$ cat config.mk
export PLATFORM = sky130hd
export DESIGN_NAME = bus_err_irq_agg
export DESIGN_NICKNAME = d
export VERILOG_FILES = /design/src/rtl/bus_err_irq_pkg.sv /design/src/rtl/bei_cfg_reg.sv /design/src/rtl/bei_src_detect.sv /design/src/rtl/bei_status_fsm.sv /design/src/rtl/bus_err_irq_agg.sv
export SDC_FILE = /design/constraint.sdc
export NUM_CORES = 1
export LEC_CHECK = 0
export BUFFER_PORTS_ARGS = -buffer_cell sky130_fd_sc_hd__buf_2
export CORE_AREA = 5 5 67 63
export CTS_CLUSTER_SIZE = 25
export DETAILED_ROUTE_END_ITERATION = 10
export DIE_AREA = 0 0 72 68
export PLACE_DENSITY = 0.76
export SLEW_MARGIN = 5
export SYNTH_ARGS = -nofsm -noshare
export SYNTH_HDL_FRONTEND = slang
export SYNTH_SLANG_ARGS = --single-unit
$ cat constraint.sdc
create_clock -name clk -period 1.3 [get_ports clk]
set_input_delay 0.195 -clock clk [delete_from_list [all_inputs] [get_ports clk]]
set_output_delay 0.195 -clock clk [all_outputs]
set_load 0.005 [all_outputs]
$ cat src/rtl/bus_err_irq_pkg.sv
package bus_err_irq_pkg;

    localparam int unsigned REG_W      = 32;
    localparam int unsigned NUM_SRC    = 6;
    localparam int unsigned MASTER_POS = 23;
    localparam logic [REG_W-1:0] RSVD_MASK = 32'h0600_0000;

    typedef enum logic [0:0] {
        ST_IDLE    = 1'b0,
        ST_PENDING = 1'b1
    } agg_state_e;

    // bit position of the enable for source i
    function automatic int unsigned src_pos(input int unsigned i);
        case (i)
            0:       return 31;
            1:       return 30;
            2:       return 29;
            3:       return 28;
            4:       return 27;
            default: return 24;
        endcase
    endfunction

endpackage

$ cat src/rtl/bei_cfg_reg.sv
module bei_cfg_reg #(
    parameter int unsigned DATA_W = 32,
    parameter logic [DATA_W-1:0] RO_MASK = '0
) (
    input  logic                  clk,
    input  logic                  rst_n,
    input  logic                  wr_en,
    input  logic [DATA_W/8-1:0]   wr_be,
    input  logic [DATA_W-1:0]     wr_data,
    output logic [DATA_W-1:0]     cfg_q
);
    localparam int unsigned NBYTES = DATA_W / 8;

    logic [DATA_W-1:0] cfg_r;

    always_ff @(posedge clk or negedge rst_n) begin
        if (!rst_n) begin
            cfg_r <= '0;
        end else if (wr_en) begin
            for (int b = 0; b < NBYTES; b++) begin
                if (wr_be[b]) begin
                    cfg_r[b*8 +: 8] <= wr_data[b*8 +: 8] & ~RO_MASK[b*8 +: 8];
                end
            end
        end
    end

    assign cfg_q = cfg_r & ~RO_MASK;

endmodule

$ cat src/rtl/bei_src_detect.sv
module bei_src_detect #(
    parameter int unsigned NSRC = 6
) (
    input  logic            clk,
    input  logic            rst_n,
    input  logic [NSRC-1:0] flags,
    input  logic [NSRC-1:0] src_en,
    output logic            any_set
);
    logic [NSRC-1:0] flags_q;
    logic [NSRC-1:0] rise;

    always_ff @(posedge clk or negedge rst_n) begin
        if (!rst_n) flags_q <= '0;
        else        flags_q <= flags;
    end

    for (genvar i = 0; i < NSRC; i++) begin : g_edge
        assign rise[i] = flags[i] & ~flags_q[i] & src_en[i];
    end

    assign any_set = |rise;

endmodule

$ cat src/rtl/bei_status_fsm.sv
module bei_status_fsm
    import bus_err_irq_pkg::*;
(
    input  logic clk,
    input  logic rst_n,
    input  logic set_evt,
    input  logic clr_evt,
    input  logic master_en,
    output logic status,
    output logic pin_n
);
    agg_state_e state_q, state_d;

    always_ff @(posedge clk or negedge rst_n) begin
        if (!rst_n) state_q <= ST_IDLE;
        else        state_q <= state_d;
    end

    always_comb begin
        state_d = state_q;
        unique case (state_q)
            ST_IDLE:    if (set_evt)              state_d = ST_PENDING;
            ST_PENDING: if (clr_evt && !set_evt)  state_d = ST_IDLE;
            default:                              state_d = ST_IDLE;
        endcase
    end

    always_comb begin
        unique case (state_q)
            ST_PENDING: begin
                status = 1'b1;
                pin_n  = ~master_en;
            end
            default: begin
                status = 1'b0;
                pin_n  = 1'b1;
            end
        endcase
    end

endmodule

$ cat src/rtl/bus_err_irq_agg.sv
module bus_err_irq_agg
    import bus_err_irq_pkg::*;
(
    input  logic                clk,
    input  logic                rst_n,
    input  logic                wr_en,
    input  logic [3:0]          wr_be,
    input  logic [31:0]         wr_data,
    output logic [31:0]         rd_data,
    input  logic [5:0]          err_flags,
    input  logic                stat_clr,
    output logic                irq_status,
    output logic                irq_n
);
    logic [REG_W-1:0]   cfg_q;
    logic [NUM_SRC-1:0] src_en;
    logic               any_set;

    bei_cfg_reg #(
        .DATA_W  (REG_W),
        .RO_MASK (RSVD_MASK)
    ) u_cfg (
        .clk     (clk),
        .rst_n   (rst_n),
        .wr_en   (wr_en),
        .wr_be   (wr_be),
        .wr_data (wr_data),
        .cfg_q   (cfg_q)
    );

    for (genvar i = 0; i < NUM_SRC; i++) begin : g_en
        assign src_en[i] = cfg_q[src_pos(i)];
    end

    bei_src_detect #(
        .NSRC (NUM_SRC)
    ) u_det (
        .clk     (clk),
        .rst_n   (rst_n),
        .flags   (err_flags),
        .src_en  (src_en),
        .any_set (any_set)
    );

    bei_status_fsm u_fsm (
        .clk       (clk),
        .rst_n     (rst_n),
        .set_evt   (any_set),
        .clr_evt   (stat_clr),
        .master_en (cfg_q[MASTER_POS]),
        .status    (irq_status),
        .pin_n     (irq_n)
    );

    assign rd_data = cfg_q;

endmodule

* Word-level counts from Yosys, hierarchy flattened
Cells that the tools add are included.
** Word-level totals
- Memories :: 0
- Logic and storage cells :: 38
- Input port bits :: 46
- Memory bits (read-only) :: 0
- Memory bits (writable) :: 0
- Output and inout port bits :: 34
- Register bits after elaboration :: 37
- Latch bits :: 0
** Cells by class
- Mux-type cells :: 5
- $mul :: 0
- Shift-type cells :: 0
- Magnitude comparators :: 0
- Add/sub/neg operators :: 0
- Bitwise gates (word level) :: 20
- Div/mod/pow operators :: 0
- Equal/unequal tests :: 0
- Reductions and logical operators :: 7
** Operator list (number)
- 1-bit bitwise AND :: 12
- 1-bit NOT :: 8
- 2-bit AND reduction :: 4
- 6-bit OR reduction :: 1
- 1-bit two-way mux :: 4
- 1-bit one-hot mux with 2 select lines :: 1
- 1-bit logical AND :: 1
- 1-bit zero test :: 1

* Longest topological paths before layout
Gate-level depths: netlist (run 1).
- Word-level depth :: 8
- Gate-level depth with buffers :: 3
- Gate-level depth less buffers :: 3

* Modules after synthesis
From an unflattened synthesis (run 1), not the netlist that was laid out.
** Second synthesis, totals
- Cell total of the unflattened synthesis :: 87
- Area total of the unflattened synthesis :: 1367.6 um2
** By module, submodules not included
- bei_cfg_reg :: sequential area each 750.7 um2, cells an instance 67, times used 1, area an instance 1129.8 um2
- bei_src_detect :: sequential area each 150.1 um2, cells an instance 16, times used 1, area an instance 197.7 um2
- bei_status_fsm :: sequential area each 25.0 um2, cells an instance 4, times used 1, area an instance 40.0 um2

* Worst setup path before layout (run 1)
No wires, ideal clock.
- Path kind :: register to register
- Start :: register u_cfg.cfg_r[27]
- End :: register u_fsm.state_q
- Cell stages (with the launch flop) :: 4
- Data arrival time :: 0.849 ns
- Clock period less this slack :: 0.981 ns
- Path buffers :: 0
- Path slack :: 0.319 ns
- Library setup time :: 0.131 ns
- Required time :: 1.169 ns
- Cells stage by stage :: dfrtp_1 -> nand2_1 -> o22ai_1 -> or3_1
** Between the ends
- Word-level cells in the longest chain between the ends :: 6
- Elaborated cells on any way between the ends :: 7
- Those cells by class :: 3 x mux; 1 x bitwise; 3 x reduce/logical
** RTL lines
- from (decl) :: RTL line bei_cfg_reg.sv:14 : logic [DATA_W-1:0] cfg_r;
- from (signal, indexed assignment) :: RTL line bei_cfg_reg.sv:22 : cfg_r[b*8 +: 8] <= wr_data[b*8 +: 8] & ~RO_MASK[b*8 +: 8];
- 1-bit bitwise AND (*) :: RTL line bei_src_detect.sv:19 : assign rise[i] = flags[i] & ~flags_q[i] & src_en[i];
- 6-bit OR reduction (*) :: RTL line bei_src_detect.sv:22 : assign any_set = |rise;
- 1-bit zero test :: RTL line bei_status_fsm.sv:23 : ST_PENDING: if (clr_evt && !set_evt) state_d = ST_IDLE;
- 1-bit logical AND :: RTL line bei_status_fsm.sv:23
- 1-bit two-way mux :: RTL line bei_status_fsm.sv:23
- 1-bit one-hot mux with 2 select lines (*) :: RTL line bei_status_fsm.sv:21 : unique case (state_q)
- named net u_fsm.state_d :: RTL line bei_status_fsm.sv:12 : agg_state_e state_q, state_d;
- to (signal assigned) :: RTL line bei_status_fsm.sv:16 : else state_q <= state_d;
- to (decl) :: RTL line bei_status_fsm.sv:12
The timed path passes the listed nets; every way through them passes the cells marked *.
A chain may end at the register's enable or synchronous reset.

* Worst setup path after layout (run 1)
- Start :: register u_fsm.state_q
- End :: output irq_n
** Between the ends
- Word-level cells in the longest chain between the ends :: 1
** RTL lines
- 1-bit two-way mux :: RTL line bei_status_fsm.sv:29 : unique case (state_q)
- to (decl) :: RTL line bus_err_irq_agg.sv:13 : output logic irq_n
No other way between the ends.

==> flow_summary_export.csv, run 1 <==
group,metric,value,unit
outcome,status,"complete, no violations",
detailed_routing,drt_iter0_markers,19,
sta,skew,3.601,ps
final_layout,layout-drive-gt1-share,68.05,%
final_layout,final_nets,215,
clock_tree,root_buffer,"clkbuf_8",
setup_path,cpPeakStageDelay,410,ps
setup_path,critical_path.top_delay_family,"flip-flops",
floorplan,core,0.003521,sq mm
synth,ys_types,11,
synth,yosysWarnings,0,
grt,grt_usage,13.62,%
floorplan,io-pin-count,80,
setup_path,worstPathRequired,1110,ps
setup_path,start_kind,"flip-flop",
power,p_clk_share,29.6,%
power,p_seq_share,52.8,%
sta,fin_ws,237.1,ps
grt,grt_pass1_wl,4878,um
synth,yosysSeqAreaShare,67.40,%
synth,synthCells,87,
final_layout,syn2layout_area_growth,38.62,%
flow_run,cap_violations,0,
detailed_routing,ant_nets,0,
clock_tree,clockBufferDepth,2,
floorplan,floorplan.initialDensity,39.02,%
floorplan,rows,21,
final_layout,num_antenna_cells,0,
floorplan,dieArea,0.004896,sq mm
detailed_routing,topRoutingLayerUsed,"met4",
final_layout,final_cell_area,0.001904,sq mm
final_layout,regArea,925.9,sq um
clock_tree,cts-buffers-inserted,5,
grt,grt_max_degree,21,
sta,finalSetupTns,0,ps
sta,fin_crit,1063,ps
setup_path,cp_max_fo,3,
clock_tree,h-tree-depth,2,
clock_tree,clock_sinks,37,
setup_path,cp-end-kind,"output port",
detailed_routing,wl_met2,1363,um
floorplan,die_y,68,um
sta,post-route-period-util,81.76,%
detailed_routing,num_vias,992,
setup_path,path_buf_inv,1,
sta,grt_setup_unrepaired,"no",
detailed_routing,firstDrtPassIters,4,
synth,synth_area,0.001374,sq mm
final_layout,multiInputGateArea,425.4,sq um
clock_tree,clk-insertion-delay-late,280,ps
detailed_routing,finalWirelength,2993,um
detailed_routing,wl_per_cell,13.92,um
placement,place_ws,219.9,ps
sta,setup_violations,0,
setup_path,crit_arrival,870,ps
setup_path,crit_chain,"nand2_1 -> buf_2",
min_path,hp-class,"primary input to flip-flop",
detailed_routing,post-route-drc-count,0,
floorplan,fp.dieW,72,um
placement,dpl_cell_area,0.001808,sq mm
final_layout,nFillCells,316,
setup_path,crit_type,"flip-flop to output port",
power,p_sw,0.6148,mW
detailed_routing,drt-vias-per-instance,4.614,
power,switching_share,23.48,%
placement,dp_hpwl,2431,um
clock_tree,clk_pin_slew,70,ps
placement,port-buffer-count,75,
grt,overflow,0,
sta,fmax,940.8,MHz
setup_path,cp_slowest_cell,"dfrtp_1",
power,p_int,2.003,mW
clock_tree,cts_post_setup_buffers_inserted,0,
placement,gp_congestion,0.7741,
sta,whs,27.47,ps
power,power_frac_comb,17.6,%
power,ir_drop,0.7707,mV
synth,ys_ff_latch,37,
detailed_routing,met3_length,371,um
grt,antenna_found_initial,0,
sta,slew_viol_final,0,
sta,finalHoldViolCount,0,
power,pwr_density_cell,1375,mW/mm^2
clock_tree,cts_tree,"built",
grt,grt_pass1_vias,1078,
power,p_leak,0.9557,nW
detailed_routing,wl_met1,1164,um
synth,syn_avg_cell_area,15.79,sq um
==> power by group through the flow <==
stage | Combinational, mW | Sequential (mW) | Clock, mW
6_report | 0.461 | 1.38 | 0.774
5_1_grt | 0.516 | 1.41 | 0.848
4_1_cts | 0.475 | 1.38 | 0.810
3_5_place_dp | 0.472 | 1.41 | 0
3_3_place_gp | 0.456 | 1.39 | 0
2_1_floorplan | 0.185 | 1.41 | 0
==> worst register-to-register path: cells and delay by family, from the launching register on <==
family | cells | cell delay, ps
compound gates | 1 | 70
flops | 1 | 390
simple gates | 2 | 450
==> per-layer routing <==
layer / vias to the layer above / GRT usage (%)
li1: 457 / -
met1: 466 / 15.48
met2: 60 / 20.99
met3: 9 / 5.727
met4: 0 / 9.390
met5: - / 0
==> what timing repair did <==
action / CTS / global route
endpoints found under the hold margin: 17 / 0
hold buffers: 1 / 0
resized for setup: 0 / 0
==> area by class of cell <==
| type | count | share of cell area (%) |
|---|---|---|
| clock buffers | 7 | 4.533 |
| well taps | 46 | 3.022 |
| flip-flops and latches | 37 | 48.62 |
| inverters | 1 | 0.1971 |
| multi-input cells | 47 | 22.34 |
| repair buffers | 77 | 21.29 |
==> synth_stat cells <==
cell type | count | area share [%]
dfrtp_1 | 37 | 67
mux2_2 | 30 | 25
nand2_1 | 7 | 1.9
buf_4 | 3 | 1.6
nand2_2 | 3 | 1.4
o22ai_1 | 2 | 0.91
conb_1 | 1 | 0.27
inv_1 | 1 | 0.27
nand3b_1 | 1 | 0.55
o221ai_1 | 1 | 0.64
or3_1 | 1 | 0.46
==> state kept, by name, summed over array words and instances (netlist names) <==
signal and cells:
u_cfg.cfg_r 30, u_det.flags_q 6, u_fsm.state_q 1
==> cell usage in the layout (no fill, tap or decap), drive strengths merged <==
cell type    count
o221ai           1
dfrtp           37
clkbuf           7
dlygate4sd3      1
nand2           10
conb             2
buf             76
or3              1
nand3b           1
inv              1
o22ai            2
mux2            30
==> cell families after synthesis <==
family,after synthesis,synth area share (%)
AOI/OAI and AO/OA,3,1.548
buffers and inverters,4,1.912
DFF,37,67.40
muxes,30,24.59
other,1,0.2730
and+or+nand+nor,12,4.281
==> per-stage QoR <==
step                      total power [mW]  util, %  instances
after global routing                 2.771    54.09        215
after global placement               1.847    51.35        207
after floorplan                      1.599        -         88
final                                2.618    54.09        215
after detailed placement             1.878    51.35        207
after CTS                            2.669    54.09        215
==> final timing paths <==
check | start | to | slack [ps] | cells after the start
max | u_fsm.state_q$_DFF_PN0_ | irq_n | 240 | 2
min | err_flags[5] | u_det.flags_q[5]$_DFF_PN0_ | 30 | 1
max reg2reg | u_cfg.cfg_r[27]$_DFFE_PN0P_ | u_fsm.state_q$_DFF_PN0_ | 270 | 3
min reg2reg | u_cfg.cfg_r[13]$_DFFE_PN0P_ | u_cfg.cfg_r[13]$_DFFE_PN0P_ | 510 | 1
max in group asynchronous | rst_n | u_cfg.cfg_r[24]$_DFFE_PN0P_ | 470 | 3
min in group asynchronous | rst_n | u_cfg.cfg_r[21]$_DFFE_PN0P_ | 380 | 2
No activity file was read; power rests on OpenSTA's default activity.
==> inputs of run 2 (changes only) <==
Settings changed: ABC_AREA from default to 1, CORE_AREA 5 5 67 63 to 5 5 69 65, DIE_AREA 0 0 72 68 to 0 0 74 70.
Clock period 1.3 ns to 1 ns, I/O delays scaled along.
==> run 2 against run 1 <==
Net effect:
- register-to-register slack got worse by 80 ps
- sequential share of layout area fell by 4.0 points
- sequential power rose by 28%
- non-clock buffer count rose by 8
- critical path type unchanged
==> flow_summary_export.csv, run 2 <==
group,metric,value,unit
final_layout,final_cell_area,0.002073,sq mm
synth,synth_edf_count,0,
floorplan,dieArea,0.005180,sq mm
final_layout,fin_util,56.77,%
grt,overflow,0,
synth,synth_most_common_cell,"nand2_1",
floorplan,die_y,70,um
synth,synthMuxAreaShare,0,%
power,fin_total_pwr,3.356,mW
synth,synth_top_family_by_area,"simple AND/OR/NAND/NOR gates",
placement,place_ws,119.5,ps
synth,ys_types,13,
synth,synthCells,163,
synth,synth_xor_area_share,0,%
outcome,status,"complete, no violations",
synth,ys_ff_latch,37,
setup_path,r2r_slack,190,ps
setup_path,r2r_start,"u_cfg.cfg_r[28]$_DFFE_PN0P_",
setup_path,worstPathRequired,850,ps
min_path,min-delay-start,"wr_data[14]",
setup_path,timing.rr.end,"u_fsm.state_q$_DFF_PN0_",
synth,synth-adder-area-share,0,%
synth,yosysWarnings,0,
final_layout,reg_top3,"u_cfg.cfg_r x30, u_det.flags_q x6, u_fsm.state_q x1",
final_layout,layout-drive-gt1-share,36.99,%
placement,port-buffer-count,75,
power,ir_drop,0.9870,mV
setup_path,path_buf_inv,1,
setup_path,cpPeakStageDelay,410,ps
sta,setup_violations,0,
setup_path,cp-end-kind,"output port",
clock_tree,postCtsResizedCells,0,
final_layout,final_nets,292,
final_layout,num_antenna_cells,0,
grt,grt_max_degree,38,
synth,synth_top_flop_cell,"dfrtp_1",
setup_path,start_kind,"flip-flop",
floorplan,floorplan.initialDensity,42.00,%
synth,synth.top_cells.by_area,"dfrtp_1, nand2_1, nand3_1, nand3_2, buf_4",
clock_tree,clock_sinks,37,
detailed_routing,drt_iter0_markers,64,
sta,skew,0.9866,ps
synth,synth-async-reset-ratio,100.0,%
min_path,min_path_cells,3,
synth,synth_common_cells,"nand2_1, dfrtp_1, nand3_1",
synth,synth_area,0.001534,sq mm
final_layout,top_register,"u_cfg.cfg_r",
floorplan,io-pin-count,80,
sta,slew_viol_final,0,
placement,dp_hpwl,2542,um
grt,grt_pass1_wl,5740,um
clock_tree,clk_pin_slew,70,ps
synth,yosysSeqAreaShare,60.36,%
min_path,hold-path-endpoint,"u_cfg.cfg_r[14]$_DFFE_PN0P_",
setup_path,cp_slowest_cell,"dfrtp_1",
grt,antenna_found_initial,0,
detailed_routing,ant_nets,0,
detailed_routing,post-route-drc-count,0,
synth,yosysTopAreaCellShare,60.36,%
clock_tree,clockBufferDepth,2,
synth,synth_compound_area_share,0,%
grt,grt_usage,14.04,%
synth,synth_area_leader_cell,"dfrtp_1",
placement,dpl_cell_area,0.001909,sq mm
flow_run,cap_violations,0,
setup_path,critical_path.top_delay_family,"flip-flops",
detailed_routing,num_vias,1332,
power,pwr_density_cell,1619,mW/mm^2
detailed_routing,drt-vias-per-instance,4.562,
setup_path,crit_chain,"nand2_1 -> buf_2",
placement,gp_congestion,0.7150,
sta,finalHoldViolCount,0,
clock_tree,root_buffer,"clkbuf_8",
min_path,hp-class,"primary input to flip-flop",
clock_tree,clk-insertion-delay-late,270,ps
final_layout,final_common_cell,"buf_2",
sta,post-route-period-util,99.50,%
setup_path,worstRegToRegCells,4,
sta,whs,87.79,ps
floorplan,fp.dieW,74,um
detailed_routing,finalWirelength,3439,um
clock_tree,h-tree-depth,2,
floorplan,rows,21,
sta,fin_crit,995.0,ps
clock_tree,cts_tree,"built",
clock_tree,cts-buffers-inserted,5,
sta,fmax,1005,MHz
setup_path,crit_arrival,850,ps
detailed_routing,firstDrtPassIters,4,
sta,grt_setup_unrepaired,"yes",
detailed_routing,wl_per_cell,11.78,um
grt,grt_pass1_vias,1300,
setup_path,crit_type,"flip-flop to output port",
final_layout,syn2layout_area_growth,35.16,%
power,p_leak,1.200,nW
sta,fin_ws,4.956,ps
final_layout,largest_reg_flops,30,
floorplan,core,0.003652,sq mm
final_layout,final_cell_mix,"buf_2, nand2_1, dfrtp_1",
synth,synthSimpleGateAreaFrac,31.32,%
setup_path,cp_max_fo,3,
synth,syn_avg_cell_area,9.411,sq um
-- run 2: cell count changes after synthesis, moves of 3 or more --
cell | previous run | this run
nand3_1 | 0 | 31
nand3_2 | 0 | 4
nor2_1 | 0 | 3
mux2_2 | 30 | 0
inv_1 | 1 | 6
nand2_1 | 7 | 68
-- run 2: final cells by class --
| cell class | instances | area [sq um] |
|---|---|---|
| Multi-Input combinational cell | 111 | 488.0 |
| Sequential cell | 37 | 925.9 |
| Tap cell | 46 | 57.56 |
| Inverter | 6 | 22.52 |
| Timing Repair Buffer | 85 | 493.0 |
| Fill cell | 337 | 1579 |
| Clock buffer | 7 | 86.33 |
-- run 2: cells by family (layout without fill, tap and decap cells) --
logic type	after synthesis	in the layout
simple gates	109	109
flops	37	37
buf+inv	16	98
other cells	1	2
-- run 2: worst reg2reg max path: cells and delay by family (launching register included) --
kind / cells / cell delay, ps
flip-flops: 1 / 400
AND/OR/NAND/NOR: 4 / 310
-- run 2: report_power, final --
group / switching (mW) / internal, mW
Clock: 0.454 / 0.546
Combinational: 0.294 / 0.294
Sequential: 0.0985 / 1.67
Total: 0.847 / 2.51
-- run 2: through the flow --
step | instances | TNS, ps
floorplan | 164 | 0
global placement | 277 | 0
detailed placement | 277 | 0
CTS | 291 | -11.51
global route | 292 | -67.07
finish | 292 | 0
-- run 2: layer usage --
layer  up-vias  share of wire [%]  track usage [%]
met2        48                 49            23.23
met4         0               0.38            4.225
met3         2                8.0            4.448
li1        671                  -                -
met1       611                 42            17.25
met5         -                  0                0
-- run 2: worst max-delay path by stage --
stage | cells after the start | startpoint | slack [ps] | endpoint
5_1_grt | 2 | u_fsm.state_q$_DFF_PN0_ | -50 | irq_n
4_1_cts | 2 | u_fsm.state_q$_DFF_PN0_ | -10 | irq_n
6_report | 2 | u_fsm.state_q$_DFF_PN0_ | 5 | irq_n
3_5_place_dp | 5 | wr_en | 120 | u_cfg.cfg_r[27]$_DFFE_PN0P_
3_3_place_gp | 5 | wr_en | 130 | u_cfg.cfg_r[30]$_DFFE_PN0P_
2_1_floorplan | 4 | u_cfg.cfg_r[29]$_DFFE_PN0P_ | 250 | u_fsm.state_q$_DFF_PN0_
-- run 2: repair_timing --
item                                    4_1_cts  5_1_grt
hold buffers                                  7        0
setup buffers                                 0        1
endpoints found under the setup margin        1        3
hold endpoints to repair                     43        0
==> inputs of run 3 (changes only) <==
Settings changed: CTS_CLUSTER_SIZE 25 to default, HOLD_SLACK_MARGIN from default to 0.15.
==> run 3 against run 2 <==
Net effect:
- the flow now finishes with violations (setup timing)
- global-route usage is 2.6 points higher
- worst setup slack lost 26 ps
- power rose by 3.3%
- largest power group unchanged
- highest routed layer unchanged
==> flow_summary_export.csv, run 3 (same netlist as run 2, synthesis figures left out) <==
group,metric,value,unit
detailed_routing,wl_per_cell,12.50,um
power,p_sw,0.8797,mW
min_path,hp-class,"primary input to flip-flop",
detailed_routing,wl_met1,1662,um
setup_path,worstRegToRegCells,4,
clock_tree,clock_sinks,37,
setup_path,path_buf_inv,1,
setup_path,critical_path.top_delay_family,"flip-flops",
final_layout,reg_top3,"u_cfg.cfg_r x30, u_det.flags_q x6, u_fsm.state_q x1",
floorplan,fp.dieW,74,um
setup_path,crit_chain,"nand2_1 -> buf_2",
setup_path,cp-end-kind,"output port",
detailed_routing,ant_nets,0,
power,p_clk_share,29.0,%
grt,antenna_found_initial,0,
final_layout,final_common_cell,"buf_2",
placement,dp_hpwl,2542,um
sta,finalSetupTns,-21.35,ps
detailed_routing,finalWirelength,4024,um
setup_path,worstPathRequired,850,ps
detailed_routing,post-route-drc-count,0,
final_layout,syn2layout_area_growth,54.73,%
floorplan,rows,21,
placement,gp_congestion,0.7150,
clock_tree,clk_pin_slew,60,ps
grt,overflow,0,
setup_path,cp.depth,2,
setup_path,cp_slowest_cell,"dfrtp_1",
clock_tree,root_buffer,"clkbuf_8",
final_layout,final_cell_mix,"buf_2, nand2_1, dlygate4sd3_1, dfrtp_1, nand3_1",
final_layout,num_antenna_cells,0,
clock_tree,cts_tree,"built",
floorplan,dieArea,0.005180,sq mm
clock_tree,clockBufferDepth,2,
setup_path,start_kind,"flip-flop",
final_layout,regArea,925.9,sq um
sta,fmax,979.1,MHz
power,p_int,2.586,mW
final_layout,final_nets,322,
detailed_routing,drt-vias-per-instance,4.537,
placement,place_ws,119.5,ps
clock_tree,cts-buffers-inserted,5,
flow_run,cap_violations,0,
setup_path,crit_start,"u_fsm.state_q$_DFF_PN0_",
final_layout,largest_reg_flops,30,
power,ir_drop,1.021,mV
detailed_routing,drt_iter0_markers,53,
placement,port-buffer-count,75,
setup_path,cp_max_fo,3,
power,power_frac_comb,19.9,%
sta,fin_ws,-21.35,ps
detailed_routing,firstDrtPassIters,4,
detailed_routing,wl_met2,2037,um
power,pwr_density_cell,1460,mW/mm^2
setup_path,r2r_start,"u_cfg.cfg_r[28]$_DFFE_PN0P_",
grt,grt_pass1_wl,6713,um
floorplan,floorplan.initialDensity,42.00,%
sta,slew_viol_final,0,
setup_path,crit_arrival,870,ps
power,p_seq_share,51.1,%
clock_tree,clk-insertion-delay-late,270,ps
setup_path,crit_type,"flip-flop to output port",
outcome,status,"finished with violations",
detailed_routing,num_vias,1461,
power,switching_share,25.38,%
sta,whs,180.9,ps
grt,grt_max_degree,38,
final_layout,multiInputGateArea,488.0,sq um
min_path,min-delay-start,"wr_be[3]",
final_layout,layout-drive-gt1-share,32.97,%
outcome,violations,"setup timing",
floorplan,core,0.003652,sq mm
grt,grt_usage,16.67,%
power,p_leak,1.325,nW
floorplan,die_y,70,um
clock_tree,h-tree-depth,2,
final_layout,top_register,"u_cfg.cfg_r",
sta,post-route-period-util,102.1,%
grt,grt_pass1_vias,1476,
sta,fin_crit,1021,ps
sta,grt_setup_unrepaired,"yes",
sta,setup_violations,1,
setup_path,cpPeakStageDelay,410,ps
final_layout,nFillCells,299,
detailed_routing,topRoutingLayerUsed,"met4",
min_path,min_path_cells,3,
floorplan,io-pin-count,80,
sta,skew,2.940,ps
detailed_routing,met3_length,256,um
sta,finalHoldViolCount,0,
-- run 3: cell types whose count changed in the layout (fill, tap and decap cells not counted), sizes merged --
| cell | change |
|---|---|
| dlygate4sd3 | +30 |
-- run 3: final timing paths --
check / to / slack (ps)
worst max-delay path: irq_n / -20
worst min-delay path: u_cfg.cfg_r[29]$_DFFE_PN0P_ / 180
worst max register to register: u_fsm.state_q$_DFF_PN0_ / 190
worst min register to register: u_cfg.cfg_r[8]$_DFFE_PN0P_ / 470
max in group asynchronous: u_cfg.cfg_r[20]$_DFFE_PN0P_ / 450
min in group asynchronous: u_cfg.cfg_r[6]$_DFFE_PN0P_ / 360
-- run 3: through the flow --
step,cell area (sq um),std cells,util (%),total power [mW]
after floorplan,1538,164,-,2.053
after global placement,1909,277,52.28,2.352
after detailed placement,1909,277,52.28,2.368
after CTS,2366,321,64.78,3.486
after global routing,2374,322,64.99,3.685
final,2374,322,64.99,3.466
-- run 3: power by group through the flow --
| stage | sequential, mW | combinational [mW] | clock [mW] |
|---|---|---|---|
| 2_1_floorplan | 1.80 | 0.251 | 0 |
| 3_3_place_gp | 1.79 | 0.561 | 0 |
| 3_5_place_dp | 1.79 | 0.575 | 0 |
| 4_1_cts | 1.77 | 0.684 | 1.03 |
| 5_1_grt | 1.79 | 0.779 | 1.12 |
| 6_report | 1.77 | 0.689 | 1.01 |
-- run 3: repair_timing --
action / CTS / global route
setup buffers: 0 / 1
resized for setup: 0 / 0
setup endpoints to repair: 1 / 3
hold buffers: 37 / 0
endpoints found under the hold margin: 73 / 0
-- run 3: routing by layer --
layer	vias up	GRT usage, %
li1	737	-
met2	50	27.66
met5	-	0
met4	0	6.036
met1	666	20.00
met3	8	5.165
-- run 3: area by class of cell --
class,count,share of cell area [%]
flip-flops and latches,37,39.01
repair buffers,115,33.42
multi-input cells,111,20.56
clock buffers,7,3.637
well taps,46,2.425
inverters,6,0.9489
-- run 3: worst min-delay path, delay by kind of cell --
kind,cells,cell delay [ps]
AND/OR/NAND/NOR,2,130
buffers and inverters,1,140
